==> config.mk <==
export PLATFORM = sky130hd
export DESIGN_NAME = dma_out_seq
export DESIGN_NICKNAME = d
export VERILOG_FILES = /design/src/rtl/dmaseq_pkg.sv /design/src/rtl/seq_phase_timer.sv /design/src/rtl/seq_hw_counter.sv /design/src/rtl/dma_out_seq.sv
export SDC_FILE = /design/constraint.sdc
export NUM_CORES = 1
export LEC_CHECK = 0
export BUFFER_PORTS_ARGS = -buffer_cell sky130_fd_sc_hd__buf_2
export CAP_MARGIN = 20
export CORE_ASPECT_RATIO = 2
export CORE_UTILIZATION = 40
export DETAILED_ROUTE_END_ITERATION = 8
export GPL_ROUTABILITY_DRIVEN = 0
export PLACE_DENSITY = 0.62
export SYNTH_ARGS = -nofsm -noshare
export SYNTH_HDL_FRONTEND = slang
export SYNTH_SLANG_ARGS = --single-unit
export TNS_END_PERCENT = 1
==> constraint.sdc <==
create_clock -name clk -period 5.5 [get_ports clk]
set_input_delay 0.275 -clock clk [delete_from_list [all_inputs] [get_ports clk]]
set_output_delay 0.275 -clock clk [all_outputs]
set_load 0.05 [all_outputs]
==> src/rtl/dmaseq_pkg.sv <==
package dmaseq_pkg;

    typedef enum logic [2:0] {
        S_IDLE,
        S_ACK,
        S_STB_ON,
        S_STB_OFF,
        S_PAUSE,
        S_DONE
    } seq_state_e;

    typedef struct packed {
        logic active;    // pending and write direction both set
        logic go;        // active, drive requesting, FIFO not empty
        logic boundary;  // cycle where a new halfword may start
        logic fetch;     // halfword taken from FIFO this cycle
    } seq_flags_t;

    // phase length minus one, a zero count behaves as one cycle
    function automatic int unsigned span_m1(input int unsigned cycles);
        return (cycles == 0) ? 0 : cycles - 1;
    endfunction

endpackage

==> src/rtl/seq_phase_timer.sv <==
module seq_phase_timer #(
    parameter int TW = 4
) (
    input  logic          clk,
    input  logic          rst,
    input  logic          load,
    input  logic [TW-1:0] load_val,
    output logic          expired
);
    logic [TW-1:0] remain;

    always_ff @(posedge clk) begin
        if (rst)
            remain <= '0;
        else if (load)
            remain <= load_val;
        else if (remain != '0)
            remain <= remain - 1'b1;
    end

    assign expired = (remain == '0);

    // a loaded value of zero must be seen as expired in the next cycle
    p_timer_zero_r9: assert property (@(posedge clk) disable iff (rst)
        (load && load_val == '0) |=> expired);

endmodule

==> src/rtl/seq_hw_counter.sv <==
module seq_hw_counter #(
    parameter int CW = 16
) (
    input  logic          clk,
    input  logic          rst,
    input  logic          pending,
    input  logic          inc,
    output logic [CW-1:0] count
);
    logic pend_q;
    logic arm_edge;

    assign arm_edge = pending & ~pend_q;

    always_ff @(posedge clk) begin
        if (rst) begin
            pend_q <= 1'b0;
            count  <= '0;
        end else begin
            pend_q <= pending;
            if (arm_edge)
                count <= inc ? CW'(1) : '0;
            else if (inc)
                count <= count + 1'b1;
        end
    end

    p_cnt_clear_r8: assert property (@(posedge clk) disable iff (rst)
        (arm_edge && !inc) |=> (count == '0));

    p_cnt_step_r8: assert property (@(posedge clk) disable iff (rst)
        (!arm_edge && !inc) |=> $stable(count));

endmodule

==> src/rtl/dma_out_seq.sv <==
module dma_out_seq
    import dmaseq_pkg::*;
#(
    parameter int TW = 4,
    parameter int CW = 16,
    parameter int DW = 16
) (
    input  logic          clk,
    input  logic          rst,
    input  logic          ctl_pending,
    input  logic          ctl_write,
    input  logic          ctl_ultra,
    input  logic [TW-1:0] t_on,
    input  logic [TW-1:0] t_off,
    input  logic          fifo_empty,
    input  logic [DW-1:0] fifo_data,
    output logic          fifo_rd_en,
    input  logic          drv_req,
    input  logic          drv_intr,
    output logic          drv_ack,
    output logic          drv_wstb,
    output logic          drv_ustb,
    output logic [DW-1:0] drv_data,
    output logic          xfer_done,
    output logic [CW-1:0] hw_count
);
    seq_state_e    st, st_nx;
    seq_flags_t    fl;
    logic          mode_ultra;
    logic          tmr_expired;
    logic          tmr_load;
    logic [TW-1:0] tmr_val;
    logic [DW-1:0] data_q;
    logic          ustb_q;

    always_comb begin
        fl.active   = ctl_pending & ctl_write;
        fl.go       = fl.active & drv_req & ~fifo_empty;
        fl.boundary = (st == S_ACK) || (st == S_PAUSE) ||
                      (st == S_STB_OFF && tmr_expired);
        fl.fetch    = fl.boundary & ~drv_intr & fl.go;
    end

    always_comb begin
        st_nx = st;
        unique case (st)
            S_IDLE:    if (fl.active && drv_req) st_nx = S_ACK;
            S_ACK, S_PAUSE, S_STB_OFF: begin
                if (fl.boundary) begin
                    if (drv_intr)      st_nx = S_DONE;
                    else if (fl.fetch) st_nx = S_STB_ON;
                    else               st_nx = S_PAUSE;
                end
            end
            S_STB_ON:  if (tmr_expired) st_nx = S_STB_OFF;
            S_DONE:    if (!ctl_pending) st_nx = S_IDLE;
            default:   st_nx = S_IDLE;
        endcase
    end

    always_comb begin
        tmr_load = 1'b0;
        tmr_val  = '0;
        if (fl.fetch) begin
            tmr_load = 1'b1;
            tmr_val  = TW'(span_m1(int'(t_on)));
        end else if (st == S_STB_ON && tmr_expired) begin
            tmr_load = 1'b1;
            tmr_val  = TW'(span_m1(int'(t_off)));
        end
    end

    seq_phase_timer #(.TW(TW)) u_timer (
        .clk      (clk),
        .rst      (rst),
        .load     (tmr_load),
        .load_val (tmr_val),
        .expired  (tmr_expired)
    );

    seq_hw_counter #(.CW(CW)) u_count (
        .clk     (clk),
        .rst     (rst),
        .pending (ctl_pending),
        .inc     (fl.fetch),
        .count   (hw_count)
    );

    always_ff @(posedge clk) begin
        if (rst) begin
            st         <= S_IDLE;
            mode_ultra <= 1'b0;
            data_q     <= '0;
            ustb_q     <= 1'b0;
        end else begin
            st <= st_nx;
            if (st == S_IDLE && st_nx == S_ACK)
                mode_ultra <= ctl_ultra;
            if (fl.fetch) begin
                data_q <= fifo_data;
                if (mode_ultra)
                    ustb_q <= ~ustb_q;
            end
        end
    end

    assign fifo_rd_en = fl.fetch;
    assign drv_ack    = (st == S_ACK) || (st == S_STB_ON) ||
                        (st == S_STB_OFF) || (st == S_PAUSE);
    assign drv_wstb   = (st == S_STB_ON) && !mode_ultra;
    assign drv_ustb   = ustb_q;
    assign drv_data   = data_q;
    assign xfer_done  = (st == S_DONE);

    p_rd_needs_go_r1: assert property (@(posedge clk) disable iff (rst)
        fifo_rd_en |-> (ctl_pending && ctl_write && drv_req && !fifo_empty));

    p_rd_single_r7: assert property (@(posedge clk) disable iff (rst)
        fifo_rd_en |=> !fifo_rd_en);

    p_data_hold_r7: assert property (@(posedge clk) disable iff (rst)
        !fifo_rd_en |=> $stable(drv_data));

    p_done_noack_r5: assert property (@(posedge clk) disable iff (rst)
        xfer_done |-> !drv_ack);

    p_wstb_under_ack_r4: assert property (@(posedge clk) disable iff (rst)
        drv_wstb |-> drv_ack);

    p_ustb_only_on_read_r4: assert property (@(posedge clk) disable iff (rst)
        !fifo_rd_en |=> $stable(drv_ustb));

    p_pause_quiet_r2: assert property (@(posedge clk) disable iff (rst)
        (st == S_PAUSE) |-> (!drv_wstb && drv_ack));

endmodule

# Word level (Yosys, flattened, before mapping)
# Cells that the tools add are included.
[op_classes]
n_eq_ne = 6
bitwise_logic = 10
mul = 0
add_sub_neg = 4
n_reduce_logical = 20
n_shift = 0
mux = 18
order_cmp = 0
n_div = 0
[ops]
columns = ["cell", "n"]
rows = [
  ["two-way mux 16 bit", 2],
  ["two-way mux 4 bit", 6],
  ["two-way mux 3 bit", 6],
  ["adder 16 x 1 -> 16 bit, second input constant", 1],
  ["zero test 4 bit", 3],
  ["case mux 3 bit (4 select lines)", 1],
  ["subtractor 4 x 1 -> 4 bit, second input constant", 3],
  ["bitwise AND 1 bit", 6],
  ["== test 3 x 1 -> 1 bit, second input constant", 2],
  ["== test 3 x 2 -> 1 bit, second input constant", 2],
  ["== test 3 bit, second input constant", 2],
  ["logical AND 1 bit", 5],
  ["logical OR 1 bit", 5],
  ["NOT 1 bit", 4],
  ["nonzero test 2 bit", 2],
  ["nonzero test 4 bit", 1],
  ["zero test 3 bit", 1],
  ["two-way mux 1 bit", 3],
  ["OR reduction 3 bit", 1],
  ["AND reduction 2 bit", 1],
  ["zero test 1 bit", 1],
]
[totals]
n_memories = 0
regBits = 42
out_inout_bits = 37
in_bits = 32
latchBits = 0
ramBits = 0
mem_bits_ro = 0

# Depth between registers and ports, before layout
# Gate-level depths: netlist of the first run.
[logic_depth]
word_depth = 11
ltp_mapped = 8

# Hierarchy
# From an unflattened synthesis of the first run, not the netlist that was laid out.
[hier_totals]
hier_cells = 254
area_unflattened_um2 = 2225.9
[modules_own_cells]
columns = ["module", "cells_per_inst", "area_per_inst_um2", "n_inst"]
rows = [
  ["dma_out_seq", 139, 1167.4, 1],
  ["seq_hw_counter", 91, 829.5, 1],
  ["seq_phase_timer", 24, 229.0, 1],
]

# Least setup slack after synthesis of the first run
# OpenSTA, ideal clock, no wires.
[synth_path]
path_type = "reg2reg"
start = "reg u_timer.remain[0]"
end = "reg ustb_q, in the netlist drv_ustb"
setup_time_ps = 60
t_arrival_ps = 2092
path_stages_with_launch = 8
t_required_ps = 5440
period_less_slack_ps = 2152
path_slack_ps = 3348
cell_sequence = "dfxtp_1 inv_1 ha_1 nor3b_2 a211oi_2 buf_6 nor2_1 a31o_2"
[synth_via]
elab_chain_cells = 6
[synth_rtl]
columns = ["element", "line", "rtl"]
rows = [
  ["start, declared", "seq_phase_timer.sv:10", "logic [TW-1:0] remain;"],
  ["start signal, assigned", "seq_phase_timer.sv:16", "remain <= load_val;"],
  ["start signal, assigned", "seq_phase_timer.sv:18", "remain <= remain - 1'b1;"],
  ["zero test 4 bit", "seq_phase_timer.sv:21", "assign expired = (remain == '0);"],
  ["logical AND 1 bit", "dma_out_seq.sv:40", "(st == S_STB_OFF && tmr_expired);"],
  ["logical OR 1 bit", "dma_out_seq.sv:39", "fl.boundary = (st == S_ACK) || (st == S_PAUSE) ||"],
  ["bitwise AND 1 bit (2 in a row)", "dma_out_seq.sv:41", "fl.fetch = fl.boundary & ~drv_intr & fl.go;"],
  ["named net fifo_rd_en", "dma_out_seq.sv:17", "output logic fifo_rd_en,"],
  ["AND reduction 2 bit (no source line)", "n/a", ""],
  ["end signal, assigned", "dma_out_seq.sv:102", "ustb_q <= ~ustb_q;"],
  ["end, declared", "dma_out_seq.sv:34", "logic ustb_q;"],
]
# The timed path passes the listed nets, and every way through them passes these cells.
# A chain may end at the register's enable or synchronous reset.

# Final worst setup path of the first run
[layout_path]
start = "reg u_timer.remain[0]"
end = "reg u_timer.remain[2]"
[layout_via]
elab_chain_cells = 7
elab_cells_between_ends = 15
cone_classes = "add/sub (1); mux (6); bitwise (2); reduce/logical (6)"
[layout_rtl]
columns = ["element", "line", "rtl"]
rows = [
  ["zero test 4 bit", "seq_phase_timer.sv:21", ""],
  ["logical AND 1 bit", "dma_out_seq.sv:40", ""],
  ["logical OR 1 bit", "dma_out_seq.sv:39", ""],
  ["bitwise AND 1 bit (2 in a row)", "dma_out_seq.sv:41", ""],
  ["two-way mux 4 bit or two-way mux 1 bit (tied branches)", "dma_out_seq.sv:64", "if (fl.fetch) begin"],
  ["two-way mux 4 bit or nonzero test 2 bit (tied branches)", "n/a", ""],
]
# Several ways; a longest one is shown, not always the timed one. The select of a mux whose other input is x is not followed.

==> key figures, run 1 <==
Route
  – Iteration-0 DRC Markers: 77
  – Post-DRT Antenna Nets: 0
  – DRC viols: 8
  – Drt wl/cell: 16.98 microns
  – Via count: 2380
  – Drt pass-1 iters: 6
  – Final WL: 6777 microns
  – Number of vias per cell: 5.965

Global routing
  – First-pass GRT wire length: 11050 microns
  – Met2 GRT Util: 40.48%
  – Initial antenna violation count: 0
  – Largest net degree at the start of global routing: 43
  – Congestion Overflow GR: 0
  – Vias in the first global route: 2302
  – Met3 Use GR: 3.949%
  – Grt met1 use: 23.79%
  – Layer with the highest usage: met2
  – GRT Total Usage: 22.30%

Logic synthesis
  – Netlist Area Pre-Place: 0.002394 sq mm
  – Post-synth top area cell: dfxtp_1
  – Synth Register Bits: 42
  – Share of the synthesized area in the top cell type: 35.13%
  – EDFF count, synth: 0
  – Synth Area per Inst: 8.488 sq um
  – Post-synth cell types: 53
  – Dominant synthesized flop cell: dfxtp_1
  – Post-synth net total: 318
  – Sequential share of the synthesized area: 35.13%
  – Largest cells by area after synthesis: dfxtp_1 (35%), nand3_1 (5.6%), a21oi_1 (5.0%), o21ai_0 (2.9%), nor2b_1 (2.9%)
  – Synth Instances: 282
  – Post-synth ARST share: 0%
  – Ys Warns: 0

Die
  – Row count: 39
  – # IOs: 69
  – Die area: 0.006316 sq mm
  – Die width: 56.70 microns
  – Core area: 0.005758 sq mm
  – Die Span Y: 111.4 microns
  – Starting Density: 41.57%

Setup path
  – Crit path cell chain: inv_1 > ha_1 > nor3b_2 > a211o_1 > a21oi_2 > a221oi_1
  – Crit path max fanout: 29
  – Worst path slowest cell: a211o_1
  – Kind of critical path: reg -> reg
  – CP max stage delay: 0.84 ns
  – Crit end category: register
  – Top delay family on crit path: compound AO/OA/AOI/OAI gates
  – Worst Path Required: 5.69 ns
  – CP Launch Type: register
  – Buf/Inv on CP: 1
  – Crit path DAT: 2.71 ns

STA
  – Final Max Slew Viols: 0
  – Final setup margin: 2.985 ns
  – Hold Vio Cnt, Final: 0
  – Period minus WS final: 2.515 ns
  – Worst slew pin tran: 0.9679 ns
  – RSZ-0062 raised after global routing: no
  – Relative slew slack: 35.47%
  – Final setup viols: 0
  – Setup TNS: 0 ns
  – Tcrit/Tclk final: 45.73%
  – Smallest hold slack: 0.2290 ns
  – Max Freq: 397.6 MHz
  – Worst Skew: 0.005770 ns

Layout
  – Layout filler cell count: 577
  – Register area: 840.8 sq um
  – Layout area overhead: 18.40%
  – Ant. Diodes: 0
  – Final instance area: 0.002834 sq mm
  – Layout cells sized above 1: 27.51%
  – Commonest non-fill, non-tap cell in the layout: buf_2
  – Nets: 373
  – Fin cells: 399
  – Commonest non-fill, non-tap cells in the layout: buf_2 (68), dfxtp_1 (42), nand3_1 (27), a21oi_1 (24), o21ai_0 (14)
  – Multi-input gate area: 0.001381 sq mm

Clock tree
  – CTS max path bufs: 2
  – Post_cts resized: 0
  – Clock Tree Root: clkbuf_16
  – Postcts setup bufs: 0
  – TritonCTS Buffers: 5
  – Clock sink count: 42
  – Htree depth: 2
  – Later-pin clock latency in the skew report: 0.29 ns
  – Reg clk slew, reported paths: 0.06 ns
  – Cts hold-fix bufs: 0
  – CTS tree: done

Pwr
  – Worst VDD drop: 0.0002210 V
  – PwrDens: 320.7 mW/mm^2
  – Leakage: 1.161 nW

Place
  – Port-buffer cells: 68
  – Placed insts: 391
  – Setup WS pre-CTS: 3.006 ns
  – Placed cell areas: 0.002691 sq mm
  – Post-DP HPWL: 4753 microns

Hold path
  – Hold Crit Class: in -> reg

Outcome
  – Failing checks: DRC
  – Outcome: complete, but fails checks

Flow run
  – Max_cap viols: 0
## report_power, final
group	total [mW]	internal, mW	switching, mW	leakage (nW)
Combinational	0.274	0.0985	0.176	0.750
Clock	0.292	0.168	0.124	0.0708
Sequential	0.343	0.320	0.0223	0.340
## worst paths after layout
check,depth (start not counted),startpoint,slack [ns],to
setup / recovery,6,u_timer.remain[0],2.98,u_timer.remain[2]
hold / removal,3,fifo_data[6],0.23,drv_data[6]
setup reg to reg,6,u_timer.remain[0],2.98,u_timer.remain[2]
hold reg to reg,2,u_count.count[15],0.48,u_count.count[15]
## worst min-delay path: stages
cell and delay [ns]:
buf_2 0.10, nand3_1 0.05, a21oi_1 0.05
## stage by stage
stage | total power, mW | utilization, %
floorplan | 0.5723 | -
global placement | 0.6157 | 46.74
detailed placement | 0.6180 | 46.74
CTS | 0.9117 | 49.22
global route | 0.9545 | 49.22
finish | 0.9088 | 49.22
## cell usage after synthesis (all sizes together), types with 3 or more instances
master / n
nor3b: 3
nand2: 11
a221oi: 4
nor2b: 11
clkbuf: 9
mux2i: 6
a221o: 3
a21oi: 25
nor4: 3
ha: 4
buf: 14
o31ai: 3
inv: 8
or4: 3
or3: 11
nor3: 9
dfxtp: 42
nor2: 12
o41ai: 5
xnor2: 4
nand3: 27
and3: 4
o21ai: 22
o311ai: 6
nand4: 6
## layout make-up
class,instances,area share (%)
well taps,61,2.693
repair buffers,71,12.80
multi-input cells,209,48.74
inverters,8,1.060
clock inverters,2,0.4857
flip-flops and latches,42,29.67
clock buffers,6,4.547
## metal layers
metal | wire length [microns] | vias to the layer above
met4 | 201 | 0
li1 | - | 1172
met3 | 214 | 14
met1 | 2602 | 1145
met5 | 0 | -
met2 | 3758 | 49
## logic make-up after synthesis
logic type | after synthesis | synth area share, %
flops | 42 | 35.13
mux | 6 | 2.509
buf+inv | 31 | 7.475
fa+ha+maj | 4 | 2.091
compound gates | 85 | 24.88
simple gates | 110 | 26.45
xor+xnor | 4 | 1.464
## sequential cells by signal (all words and copies together) (netlist names)
signal          cells
drv_data           16
drv_ustb            1
mode_ultra          1
st                  3
u_count.count      16
u_count.pend_q      1
u_timer.remain      4
No activity file was read; power rests on OpenSTA's default activity.
==> inputs of run 2 (changes only) <==
- ABC_AREA: default -> 1
- PLACE_DENSITY: 0.62 -> 0.65
- clock period: 5.5 -> 2.2 ns (I/O delays scaled with it)
==> run 2 against run 1 <==
Compared with the run above: the flow now finishes without violations; clock skew is 0.0026 ns lower; global-route usage down 1.7 points; combinational power rose by 97%; final cell count rose by 23%; first-iteration DRC count is 32% higher; critical endpoint is now fifo_rd_en; largest power group unchanged; highest routed layer unchanged.
==> key figures, run 2 <==
Clock tree
  – Later-pin clock latency in the skew report: 0.29 ns
  – Clock sink count: 42
  – Reg clk slew, reported paths: 0.07 ns
  – TritonCTS Buffers: 5
  – CTS max path bufs: 2
  – Htree depth: 2
  – Cts hold-fix bufs: 0
  – Clock Tree Root: clkbuf_8
  – CTS tree: done

Logic synthesis
  – Post-synth top area cell: dfxtp_1
  – Post-synth ARST share: 0%
  – Netlist Area Pre-Place: 0.002302 sq mm
  – Synth Instances: 359
  – Largest cells by area after synthesis: dfxtp_1 (37%), nand2_1 (20%), nor2_1 (9.0%), a21oi_1 (7.0%), inv_1 (5.2%)
  – Share of the synthesized area in the top cell type: 36.52%
  – Synth top cells by count: nand2_1 (122), nor2_1 (55), dfxtp_1 (42)
  – EDFF count, synth: 0
  – Ys Warns: 0
  – Post-synth net total: 395
  – Count leader, synth: nand2_1
  – Post-synth cell types: 29
  – Compound-Gate Fraction of Synth Area: 11.14%
  – Post-Synth XOR/XNOR Area: 1.522%
  – Synth Area per Inst: 6.413 sq um
  – Mux contribution to synthesized area: 0%
  – Sequential share of the synthesized area: 36.52%
  – Dominant synthesized flop cell: dfxtp_1
  – Largest family of logic cells by synthesized area: simple AND/OR/NAND/NOR gates
  – Simple-gate share of the synthesized area: 39.24%
  – Synth Register Bits: 42
  – Synth Area in Adders: 2.174%

STA
  – Tcrit/Tclk final: 92.99%
  – Smallest hold slack: 0.05684 ns
  – Worst Skew: 0.003169 ns
  – Final setup margin: 0.1541 ns
  – Max Freq: 488.8 MHz
  – Worst slew pin tran: 0.3687 ns
  – RSZ-0062 raised after global routing: no
  – Final Max Slew Viols: 0
  – Setup TNS: 0 ns
  – Period minus WS final: 2.046 ns
  – Relative slew slack: 75.29%
  – Hold Vio Cnt, Final: 0
  – Final setup viols: 0

Setup path
  – Worst Path Required: 2.09 ns
  – Reg-to-Reg End: u_timer.remain[0]
  – Crit path cell chain: inv_1 > ha_1 > nand2_2 > nor2_4 > nand2_1 > nand2_2 > nand3_4 > clkinv_4 > buf_2
  – Reg2Reg Depth: 12
  – Crit. Startpoint: u_timer.remain[0]
  – Cell mode on critical path: nand2_2
  – Buf/Inv on CP: 3
  – R2R Setup Slk: 0.41 ns
  – Top delay family on crit path: simple AND/OR/NAND/NOR gates
  – Worst path slowest cell: dfxtp_1
  – CP max stage delay: 0.32 ns
  – Kind of critical path: reg -> out
  – Worst r2r src: u_timer.remain[0]
  – CP Depth: 9
  – Crit end category: primary output
  – Crit path max fanout: 12
  – CP Launch Type: register
  – Setup crit end: fifo_rd_en
  – Crit path DAT: 1.94 ns

Outcome
  – Outcome: complete, no violations

Place
  – Port-buffer cells: 68
  – Setup WS pre-CTS: 0.3154 ns
  – Placed insts: 483
  – Post-DP HPWL: 4683 microns

Route
  – Drt pass-1 iters: 6
  – Final WL: 6089 microns
  – Post-DRT Antenna Nets: 0
  – Number of vias per cell: 5.090
  – Drt wl/cell: 12.43 microns
  – Iteration-0 DRC Markers: 102
  – Via count: 2494
  – DRC viols: 0

Die
  – Die area: 0.006081 sq mm
  – Die width: 55.65 microns
  – Starting Density: 42.11%
  – Core area: 0.005468 sq mm
  – # IOs: 69
  – Die Span Y: 109.3 microns
  – Row count: 38

Pwr
  – Worst VDD drop: 0.0004838 V
  – PwrDens: 681.8 mW/mm^2
  – Leakage: 1.271 nW

Global routing
  – Vias in the first global route: 2297
  – Initial antenna violation count: 0
  – Largest net degree at the start of global routing: 24
  – First-pass GRT wire length: 9901 microns
  – Congestion Overflow GR: 0
  – GRT Total Usage: 20.58%

Hold path
  – Hold-critical path depth: 3
  – Hold Crit Class: in -> reg

Layout
  – Register area: 840.8 sq um
  – Commonest non-fill, non-tap cell in the layout: nand2_1
  – Final Core Density: 50.80%
  – Layout filler cell count: 602
  – Ant. Diodes: 0
  – Fin cells: 490
  – Layout cells sized above 1: 21.86%
  – Multi-input gate area: 0.001252 sq mm
  – Layout area overhead: 20.65%
  – Commonest non-fill, non-tap cells in the layout: nand2_1 (122), buf_2 (68), nor2_1 (55), dfxtp_1 (42)
  – Nets: 467

Flow run
  – Max_cap viols: 0
==> run 2: area by class of cell <==
| class | instances | area share, % |
|---|---|---|
| multi-input cells | 272 | 45.09 |
| flip-flops and latches | 42 | 30.27 |
| repair buffers | 74 | 13.87 |
| inverters | 35 | 4.910 |
| clock buffers | 6 | 2.973 |
| well taps | 60 | 2.703 |
| repair inverters | 1 | 0.1802 |
==> run 2: through the flow <==
stage	cell area [sq um]	power [mW]
CTS	2770	1.903
floorplan	2302	1.269
detailed placement	2683	1.408
global placement	2683	1.391
global route	2778	2.005
finish	2778	1.894
==> run 2: worst min-delay path by stage <==
stage / start / endpoint / slack, ns
after floorplan: ctl_pending / u_count.pend_q / 0.24
after detailed placement: ctl_ultra / mode_ultra / 0.37
after global routing: fifo_data[15] / drv_data[15] / 0.05
after CTS: fifo_data[3] / drv_data[3] / 0.05
final: ctl_ultra / mode_ultra / 0.06
after global placement: fifo_data[15] / drv_data[15] / 0.36
==> run 2: worst min-delay path, stage by stage <==
cell    delay (ns)
buf_2         0.08
nor3_1        0.04
nor2_1        0.09
==> run 2: logic make-up (layout without fill, tap and decap cells) <==
logic type | after synthesis | in the layout
AOI/OAI and AO/OA | 47 | 47
DFF | 42 | 42
buffers and inverters | 45 | 116
adders and majority gates | 4 | 4
and+or+nand+nor | 217 | 217
xor gates and xnor gates | 4 | 4
==> run 2: timing repair <==
action | CTS | global route
gates cloned | 1 | 0
endpoints found under the setup margin | 1 | 1
hold endpoints to repair | 0 | 0
setup buffers | 0 | 0
resized for setup | 0 | 1
==> run 2: power by group <==
part	total, mW	internal, mW	switching, mW
Clock	0.496	0.242	0.254
Combinational	0.539	0.191	0.348
Sequential	0.859	0.813	0.0459
Total	1.89	1.25	0.648
==> run 2: per-layer routing <==
metal | track usage [%] | share of wire, %
met1 | 20.45 | 37
met2 | 40.88 | 57
met3 | 2.588 | 2.9
met4 | 10.18 | 2.3
met5 | 0 | 0
==> inputs of run 3 (changes only) <==
==> constraint.sdc (replaced) <==
create_clock -name clk -period 2.2 [get_ports clk]
set_input_delay 0.22 -clock clk [delete_from_list [all_inputs] [get_ports clk]]
set_output_delay 0.22 -clock clk [all_outputs]
set_load 0.05 [all_outputs]
==> run 3 against run 2 <==
Compared with the run above: design area increased by 0.59%; clock-buffer cell count grew 1; critical path type unchanged; largest cell class unchanged; maximum frequency rose by 0.42%; routed wire length fell by 2.3%.
==> key figures, run 3 (synthesized netlist as in run 2, its figures left out) <==
Outcome
  – Outcome: complete, no violations

Route
  – Drt wl/cell: 12.09 microns
  – Via count: 2404
  – Drt pass-1 iters: 4
  – DRC viols: 0
  – Iteration-0 DRC Markers: 80
  – Post-DRT Antenna Nets: 0
  – Final WL: 5950 microns
  – Number of vias per cell: 4.886

Layout
  – Commonest non-fill, non-tap cell in the layout: nand2_1
  – Ant. Diodes: 0
  – Multi-input gate area: 0.001245 sq mm
  – Commonest non-fill, non-tap cells in the layout: nand2_1 (122), buf_2 (68), nor2_1 (55), dfxtp_1 (42)
  – Register area: 840.8 sq um
  – Final instance area: 0.002794 sq mm
  – Nets: 467
  – Layout filler cell count: 579
  – Layout area overhead: 21.36%
  – Fin cells: 492
  – Final Core Density: 51.10%
  – Layout cells sized above 1: 21.99%

Global routing
  – Congestion Overflow GR: 0
  – Vias in the first global route: 2274
  – First-pass GRT wire length: 9963 microns
  – Initial antenna violation count: 0
  – Largest net degree at the start of global routing: 26
  – GRT Total Usage: 20.93%

Place
  – Placed cell areas: 0.002703 sq mm
  – Post-DP HPWL: 4636 microns
  – Placed insts: 484
  – Port-buffer cells: 68

Die
  – Die width: 55.65 microns
  – Starting Density: 42.11%
  – # IOs: 69
  – Die area: 0.006081 sq mm
  – Die Span Y: 109.3 microns
  – Core area: 0.005468 sq mm
  – Row count: 38

Clock tree
  – Htree depth: 2
  – Post_cts resized: 0
  – Reg clk slew, reported paths: 0.08 ns
  – CTS tree: done
  – TritonCTS Buffers: 5
  – Later-pin clock latency in the skew report: 0.30 ns
  – Cts hold-fix bufs: 0
  – Clock sink count: 42
  – Clock Tree Root: clkbuf_8
  – Postcts setup bufs: 0
  – CTS max path bufs: 2

STA
  – Tcrit/Tclk final: 92.60%
  – Setup TNS: 0 ns
  – Hold Vio Cnt, Final: 0
  – Worst slew pin tran: 0.3829 ns
  – Final Max Slew Viols: 0
  – Final setup viols: 0
  – Max Freq: 490.9 MHz
  – RSZ-0062 raised after global routing: no
  – Period minus WS final: 2.037 ns
  – Relative slew slack: 74.34%
  – Worst Skew: 0.005903 ns

Setup path
  – Crit path max fanout: 4
  – Worst Path Required: 1.98 ns
  – CP Launch Type: register
  – Kind of critical path: reg -> out
  – Buf/Inv on CP: 3
  – Top delay family on crit path: simple AND/OR/NAND/NOR gates
  – Crit path DAT: 1.82 ns
  – Worst path slowest cell: dfxtp_1
  – Crit path cell chain: inv_1 > ha_1 > nand2_2 > nor2_4 > nand2_1 > nand2_2 > nand3_2 > clkinv_4 > buf_2
  – Cell mode on critical path: nand2_2
  – Crit end category: primary output
  – CP max stage delay: 0.32 ns

Pwr
  – PwrDens: 683.6 mW/mm^2
  – Int Power: 1.259 mW
  – Overall Power: 1.910 mW
  – Clock share of power: 27.7%
  – Net Switching: 651.3 uW
  – Comb power frac: 27.5%
  – Worst VDD drop: 0.0004766 V
  – Leakage: 1.282 nW
  – Net Sw Frac: 34.10%
  – Sequential share of power: 44.8%

Flow run
  – Max_cap viols: 0

Hold path
  – Hold Crit Class: in -> reg
==> run 3: cell types whose count changed in the layout (fill, tap and decap cells not counted) <==
cell	change
nand3_2	+1
clkbuf_1	+1
nand3_4	-1
buf_12	+1
==> run 3: path summary, 6_finish.rpt <==
check	depth (start not counted)	slack, ns	to	startpoint
worst max-delay path	9	0.16	fifo_rd_en	u_timer.remain[0]
worst min-delay path	3	0.14	mode_ultra	ctl_ultra
worst max register to register	12	0.37	u_count.count[4]	u_timer.remain[0]
worst min register to register	2	0.46	drv_data[0]	drv_data[0]
==> run 3: power groups by stage <==
stage	registers, mW	clock network (mW)	logic, mW
floorplan	0.875	0	0.394
finish	0.855	0.529	0.526
CTS	0.855	0.546	0.530
detailed placement	0.873	0	0.526
global placement	0.871	0	0.518
global route	0.861	0.577	0.592
==> run 3: per-layer routing <==
metal | vias to the layer above | GRT usage (%) | wire length (microns)
li1 | 1285 | - | -
met3 | 13 | 3.765 | 215
met5 | - | 0 | 0
met4 | 0 | 9.821 | 171
met1 | 1053 | 20.78 | 2269
met2 | 53 | 41.05 | 3295
==> run 3: stage by stage <==
stage	worst slack, ns	hold slack (ns)
6_report	0.1628	0.1424
5_1_grt	0.03990	0.1528
3_3_place_gp	0.4679	0.4473
2_1_floorplan	0.4263	0.3545
4_1_cts	0.1529	0.1367
3_5_place_dp	0.3978	0.4524
==> run 3: worst reg2reg max path, cell delays in order, from the launching register on <==
cell     delay [ns]
dfxtp_1        0.32
inv_1          0.09
ha_1           0.18
nand2_2        0.09
nor2_4         0.12
nand2_1        0.09
nand2_2        0.10
nand3_2        0.16
buf_12         0.21
nor2_1         0.16
nand3_1        0.09
nand2_1        0.06
nor2_1         0.04
==> run 3: cell type report <==
| class | count | share of cell area, % |
|---|---|---|
| timing repair buffer | 75 | 14.51 |
| tap | 60 | 2.687 |
| clock buffer | 7 | 3.090 |
| sequential | 42 | 30.09 |
| inverter | 35 | 4.881 |
| clock inverter | 1 | 0.1791 |
| multi-input combinational | 272 | 44.56 |
